===== src/rtl/mp_ram.sv =====
module mp_ram #(
  parameter int WIDTH    = 16,
  parameter int LANES    = 4,
  parameter int DEPTH    = 12,
  parameter int NWR      = 2,
  parameter int NRD      = 3,
  parameter logic [NRD-1:0]     RD_SYNC = 3'b011,
  parameter logic [NRD*NWR-1:0] TRANSP  = 6'b001011,
  parameter int INIT_LEN = 4,
  parameter logic [INIT_LEN*WIDTH-1:0] INIT_DATA = 64'h4D4D_3C3C_2B2B_1A1A,
  localparam int AW = (DEPTH > 1) ? $clog2(DEPTH) : 1
) (
  input  logic                 clk,
  input  logic                 rst_n,
  input  logic                 ce,
  input  logic [NWR*AW-1:0]    wr_addr,
  input  logic [NWR*WIDTH-1:0] wr_data,
  input  logic [NWR*LANES-1:0] wr_en,
  input  logic [NRD*AW-1:0]    rd_addr,
  input  logic [NRD-1:0]       rd_en,
  output logic [NRD*WIDTH-1:0] rd_data
);
  localparam int LW = WIDTH / LANES;

  if (WIDTH % LANES != 0) begin : g_bad_lanes
    $error("mp_ram: WIDTH must be a multiple of LANES");
  end
  if (INIT_LEN > DEPTH) begin : g_bad_init
    $error("mp_ram: INIT_LEN exceeds DEPTH");
  end

  function automatic logic [DEPTH-1:0][WIDTH-1:0] init_image();
    logic [DEPTH-1:0][WIDTH-1:0] img;
    img = '0;
    for (int i = 0; i < INIT_LEN && i < DEPTH; i++)
      img[i] = INIT_DATA[i*WIDTH +: WIDTH];
    return img;
  endfunction

  localparam logic [DEPTH-1:0][WIDTH-1:0] INIT_IMG = init_image();

  logic [DEPTH-1:0][WIDTH-1:0] mem_q, mem_d;
  logic any_wr;

  always_comb begin
    logic [AW-1:0] wa;
    wa     = '0;
    mem_d  = mem_q;
    any_wr = 1'b0;
    for (int w = 0; w < NWR; w++) begin
      wa = wr_addr[w*AW +: AW];
      if (int'(wa) < DEPTH) begin
        for (int l = 0; l < LANES; l++) begin
          if (ce && wr_en[w*LANES + l]) begin
            mem_d[wa][l*LW +: LW] = wr_data[w*WIDTH + l*LW +: LW];
            any_wr = 1'b1;
          end
        end
      end
    end
  end

  always_ff @(posedge clk or negedge rst_n) begin
    if (!rst_n) mem_q <= INIT_IMG;
    else        mem_q <= mem_d;
  end


  ce_gate_chk: assert property (@(posedge clk) disable iff (!rst_n)
    !ce |=> $stable(mem_q));


  no_write_chk: assert property (@(posedge clk) disable iff (!rst_n)
    !any_wr |=> $stable(mem_q));

  for (genvar r = 0; r < NRD; r++) begin : g_rd
    logic [AW-1:0]    ra;
    logic             in_rng;
    logic [WIDTH-1:0] stored;

    assign ra     = rd_addr[r*AW +: AW];
    assign in_rng = int'(ra) < DEPTH;
    assign stored = in_rng ? mem_q[ra] : '0;

    if (RD_SYNC[r]) begin : g_sync
      logic [WIDTH-1:0] q, byp;

      always_comb begin
        byp = stored;
        if (in_rng && ce) begin
          for (int w = 0; w < NWR; w++) begin
            if (TRANSP[r*NWR + w] && wr_addr[w*AW +: AW] == ra) begin
              for (int l = 0; l < LANES; l++)
                if (wr_en[w*LANES + l])
                  byp[l*LW +: LW] = wr_data[w*WIDTH + l*LW +: LW];
            end
          end
        end
      end

      always_ff @(posedge clk or negedge rst_n) begin
        if (!rst_n)            q <= '0;
        else if (rd_en[r] && ce) q <= byp;
      end

      assign rd_data[r*WIDTH +: WIDTH] = q;


      rd_hold_chk: assert property (@(posedge clk) disable iff (!rst_n)
        !(rd_en[r] && ce) |=> $stable(rd_data[r*WIDTH +: WIDTH]));


      oor_rd_chk: assert property (@(posedge clk) disable iff (!rst_n)
        (rd_en[r] && ce && int'(rd_addr[r*AW +: AW]) >= DEPTH)
          |=> rd_data[r*WIDTH +: WIDTH] == '0);
    end else begin : g_async
      assign rd_data[r*WIDTH +: WIDTH] = stored;
    end
  end
endmodule


===== config.mk =====
export PLATFORM = sky130hd
export DESIGN_NAME = mp_ram
export DESIGN_NICKNAME = d
export VERILOG_FILES = /design/src/rtl/mp_ram.sv
export SDC_FILE = /design/constraint.sdc
export NUM_CORES = 1
export LEC_CHECK = 0
export BUFFER_PORTS_ARGS = -buffer_cell sky130_fd_sc_hd__buf_2
export CORE_UTILIZATION = 29
export CTS_CLUSTER_SIZE = 20
export DETAILED_ROUTE_END_ITERATION = 7
export HOLD_SLACK_MARGIN = 0.02
export SETUP_SLACK_MARGIN = 0.4
export SLEW_MARGIN = 0
export SYNTH_ARGS = -nofsm -noshare
export SYNTH_HDL_FRONTEND = slang
export SYNTH_SLANG_ARGS = --single-unit

===== constraint.sdc =====
create_clock -name clk -period 2.7 [get_ports clk]
set_input_delay 0.54 -clock clk [delete_from_list [all_inputs] [get_ports clk]]
set_output_delay 0.54 -clock clk [all_outputs]
set_load 0.005 [all_outputs]

Word level (Yosys, flattened, before mapping)
Index checks and enable logic that the tools add are counted.

Register bits after elaboration: 224. Output and inout port bits: 48. Logic and storage cells: 109. Input port bits: 66.

Order comparisons: 12. Reduce and logical (&&, ||, !) cells: 14. Mux-type cells: 66. Equal/unequal tests: 3.

Operator list (number): 2-to-1 mux 192 bit (16); bitwise mux 192 bit (8); demux 16 bit (select 4 bit) (8); 2-to-1 mux 16 bit (13); binary-select mux 16 bit (select 4 bit) (3); 2-to-1 mux 4 bit (14); < comparator 4 x 5 -> 1 bit (second input constant) (5); 2-to-1 mux 12 bit (2); < comparator 4 bit (second input constant) (5); 2-to-1 mux 8 bit (2); logical AND 1 bit (14); == test 4 bit (3); greater-or-equal comparator 4 x 1 -> 1 bit (second input constant) (2).

Logic depth before layout (Yosys ltp)
Depth in word-level cells: 28. Mapped depth: 9. Mapped depth without buffers: 5.

Worst setup path after synthesis
Ideal clock, no wire load.

Path kind: input -> output. From: input port rd_addr[8]. To: output port rd_data[33]. Stages on the path: 6. Path slack: 0.321 ns. Data arrival time: 1.839 ns. Buffers on the path: 3. Required time: 2.160 ns. Cell sequence: buf_2 > buf_2 > buf_2 > mux4_2 > mux2i_1 > o22ai_1.

Word-level cells in the longest chain between the ends: 3. Elaborated cells on any way between the ends: 4. Those cells by class: order compare: 1; mux: 3.

RTL lines: start, declared (line 19) `input logic [NRD*AW-1:0] rd_addr,`; binary-select mux 16 bit (select 4 bit) (line 83) `assign stored = in_rng ? mem_q[ra] : '0;`; 2-to-1 mux 16 bit (not written as such) (line 83); 2-to-1 mux 16 bit * (line 83); end, declared (line 21) `output logic [NRD*WIDTH-1:0] rd_data`.

Mark *: on every way between the ends. The rest lies on a longest branch, timed or not. The select of a mux whose other input is x is not followed.

Final worst setup path
From: register mem_q[183] in the netlist's numbering. To: output port rd_data[39].

Word-level cells in the longest chain between the ends: 3.

RTL lines: start, declared (line 42) `logic [DEPTH-1:0][WIDTH-1:0] mem_q, mem_d;`; start signal, assigned (line 65) `else mem_q <= mem_d;`; binary-select mux 16 bit (select 4 bit) (line 83); 2-to-1 mux 16 bit (not written as such) (line 83); 2-to-1 mux 16 bit (line 83).

Every way passes these cells. The select of a mux whose other input is x is not followed.

==> key figures <==
Synthesis
  • Prevailing post-synth register cell: dfrtp_1
  • Most instantiated cells after synthesis: mux2i_1, nor2_1, dfrtp_1, a21oi_1, nand2_1
  • Mapped Cells: 1527
  • Post-Syn Area: 15740 um2
  • Syn Area/Cell: 10.31 um2
  • Dominant cell type by area after synthesis: dfrtp_1
  • Synth unique cells: 48
  • Most used standard cell by instance count after synthesis: mux2i_1
  • Number of synthesis warnings: 0
  • Part of the Yosys area used for sequential elements: 35.84%
  • Async S/R FF share, synth: 100.0%
  • Number of synthesized register bits: 224
  • Top-area cell type share of the netlist area: 30.84%
  • Post-Synthesis Net Count: 1593
  • Area contributors post-synth: dfrtp_1, mux4_2, mux2i_1
  • Post-synth EDFFs: 0

Flow run
  • # Max-Cap Violations: 0

Placed design
  • Total placed cells including tap cells: 2318
  • Count of buffers inserted at the top-level ports: 112
  • Setup slack after placement: 9.125 ps
  • Placed wire-length estimate: 42600 um
  • Routability congestion estimate: 0.9388

Clock network
  • H-tree depth reported by CTS: 1
  • Reg clk slew, reported paths: 60 ps
  • Buffer depth of the longest clock path: 3
  • Latest clock arrival within the worst-skew pair: 580 ps
  • Buffer type at the clock tree root: clkbuf_16
  • Number of buffers created by CTS: 27
  • Clock tree from TritonCTS: yes
  • Number of clock sinks: 224

Power and ir drop
  • Share of power burned in registers: 39.2%
  • Portion of total power attributed to the clock network: 28.2%
  • Leakage power of the design: 9.140 nW
  • Net Sw Frac: 32.73%
  • Maximum VDD drop: 0.0004972 V
  • Combinational Power Share: 32.6%
  • Total power: 13.53 mW
  • Net Switching: 4.427 mW
  • Power Internal: 9.099 mW
  • Ratio of total power to cell area: 710.2 nW/um2

Timing
  • Skew final: 24.46 ps
  • Worst Slack Setup Final: 210.0 ps
  • WHS: 327.9 ps
  • F_max: 401.6 MHz
  • Transition time at the pin with the least slew margin: 910.1 ps
  • Final Max Tran Viols: 0
  • Final critical path time including I/O delays and setup: 2490 ps
  • Period utilization: 92.22%
  • Number of failing hold endpoints at the final stage: 0
  • Final count of negative-setup-slack endpoints: 0
  • Fin Setup TNS: 0 ps
  • Unrepaired setup endpoints after global routing: yes
  • Normalized max-slew margin: 39.18%

Worst setup path
  • Critical path startpoint category: flop
  • Arrival time at the worst endpoint: 1950 ps
  • Startpoint of the most critical register-to-register path: mem_q[160]$_DFF_PN0_
  • Critical Setup Path Class: flop to primary output
  • Required time at the worst-slack endpoint: 2160 ps
  • Crit path max fanout: 2
  • Slack of the worst reg-to-reg path: 740 ps
  • Number of cells on the worst reg-to-reg path: 7
  • Capture instance of the worst register-to-register path: g_rd[1].g_sync.q[0]$_DFFE_PN0P_
  • Crit. End Element: primary output

Die
  • Area of the die: 55220 um2
  • Floorplan row count: 85
  • Number of top-level pins: 114
  • Height of the chip: 235.0 um
  • Initial Util: 29.31%
  • Placeable core region: 53710 um2
  • Horizontal extent of the die: 235.0 um

Hold path
  • WHS Path Cells: 3
  • Beginning of the worst hold path: rd_en[0]
  • HP Class: input port to flop
  • Endpoint of the worst hold path: g_rd[0].g_sync.q[3]$_DFFE_PN0P_

Drt
  • Top Layer Used: met5
  • Post-Route M1 WL: 22400 um
  • Routed length on met2: 28620 um
  • Via/cell ratio: 5.603
  • Post-detailed-routing wire length: 58990 um
  • Met3 routed WL: 5471 um
  • Vias: 13.58k
  • Number of optimization iterations in the first detailed-route pass: 7
  • Drt wl/cell: 24.34 um
  • Starting DRT DRC Count: 1473
  • DRC: 0
  • ANT nets after route: 0

Outcome
  • Run status: finished clean

Global route
  • Antenna violations before repair: 15
  • Global-route wire length before repair: 87460 um
  • Pin count of the biggest net entering global routing: 70
  • Total Routing Usage GR: 20.99%
  • GR Overflow Total: 0
  • Number of global-route vias before repair: 13.71k

Final layout
  • Layout Nets: 1768
  • Area overhead of the layout relative to synthesis: 20.98%
  • Non-filler cells, final: 2424
  • Share of final-layout standard cells stronger than drive strength 1: 28.67%
## kinds of logic (layout without fill, tap and decap cells)
family,after synthesis,in the layout,synth area share (%)
DFF,224,224,35.84
other,0,5,0
AOI/OAI and AO/OA,308,308,10.59
muxes,398,398,36.80
buffers and inverters,136,332,4.133
and+or+nand+nor,450,450,12.02
xor gates and xnor gates,11,11,0.6120
## metrics by stage
stage / cell area [um2] / util, %
2_1_floorplan: 15750 / -
3_3_place_gp: 17520 / 32.62
3_5_place_dp: 17520 / 32.62
4_1_cts: 18880 / 35.16
5_1_grt: 19040 / 35.45
6_report: 19050 / 35.46
## what timing repair did
item	4_1_cts	5_1_grt
endpoints found under the setup margin	16	19
hold buffers	1	0
pin swaps	7	4
gates resized for setup	18	7
gates cloned	3	2
setup buffers	35	10
hold endpoints to repair	55	0
## registers in the layout (all words and copies together) (netlist names)
register,flops
mem_q,192
g_rd.g_sync.q,32
## worst max-delay path, stage by stage (launching register included)
cell and delay [ps]:
dfrtp_1 410, mux4_2 490, mux2i_2 210, o22ai_2 120, buf_2 160
## cell usage in the layout (no fill, tap or decap), types with 4 or more instances in the layout
cell type,netlist,layout
a21oi_1,190,190
mux4_2,142,142
nor2_1,196,196
clkbuf_16,0,29
mux2i_2,0,5
dfstp_2,30,30
and3_1,10,10
mux2i_1,254,248
inv_1,26,26
xor2_1,11,11
buf_4,9,125
o21ai_1,8,8
buf_2,43,108
clkbuf_1,48,4
clkbuf_8,0,8
a211oi_1,4,4
and2_1,10,10
o22ai_2,0,10
buf_12,0,15
nand4_1,9,9
nand3_1,11,11
o21ai_0,61,61
diode_2,0,5
o211ai_1,5,5
nand2_1,176,176
nor3_1,15,15
nand2b_1,8,8
clkinv_2,0,4
a31oi_1,5,5
dfrtp_1,194,194
o22ai_1,16,6
## worst max path at each step
stage / startpoint / to / slack (ps)
finish: mem_q[183]$_DFF_PN0_ / rd_data[39] / 210
global route: mem_q[53]$_DFF_PN0_ / rd_data[37] / 160
CTS: mem_q[176]$_DFF_PN0_ / rd_data[32] / 200
detailed placement: ce / g_rd[0].g_sync.q[9]$_DFFE_PN0P_ / 9
global placement: ce / g_rd[0].g_sync.q[11]$_DFFE_PN0P_ / 100
floorplan: rd_addr[9] / rd_data[34] / 450
## routing by layer
metal  global-route usage [%]  up-vias
met5                        0        -
met4                    8.931       12
met3                    5.075      156
met2                    35.11      675
met1                    25.77     6738
li1                         -     6001
## power by group through the flow
stage	clock network (mW)	logic (mW)	registers [mW]
finish	3.82	4.41	5.30
global route	4.00	4.73	5.43
CTS	3.88	4.28	5.28
detailed placement	0	3.90	5.39
global placement	0	3.81	5.30
floorplan	0	2.82	5.01
## final cells by class
class,count,area (um2)
Antenna cell,5,12.51
Clock buffer,39,800.8
Clock inverter,11,121.4
Fill cell,5295,34660
Inverter,26,97.59
Multi-Input combinational cell,1167,9543
Sequential cell,224,5643
Tap cell,696,870.8
Timing Repair Buffer,256,1957
Note: power is estimated with default switching activity, not from simulation.
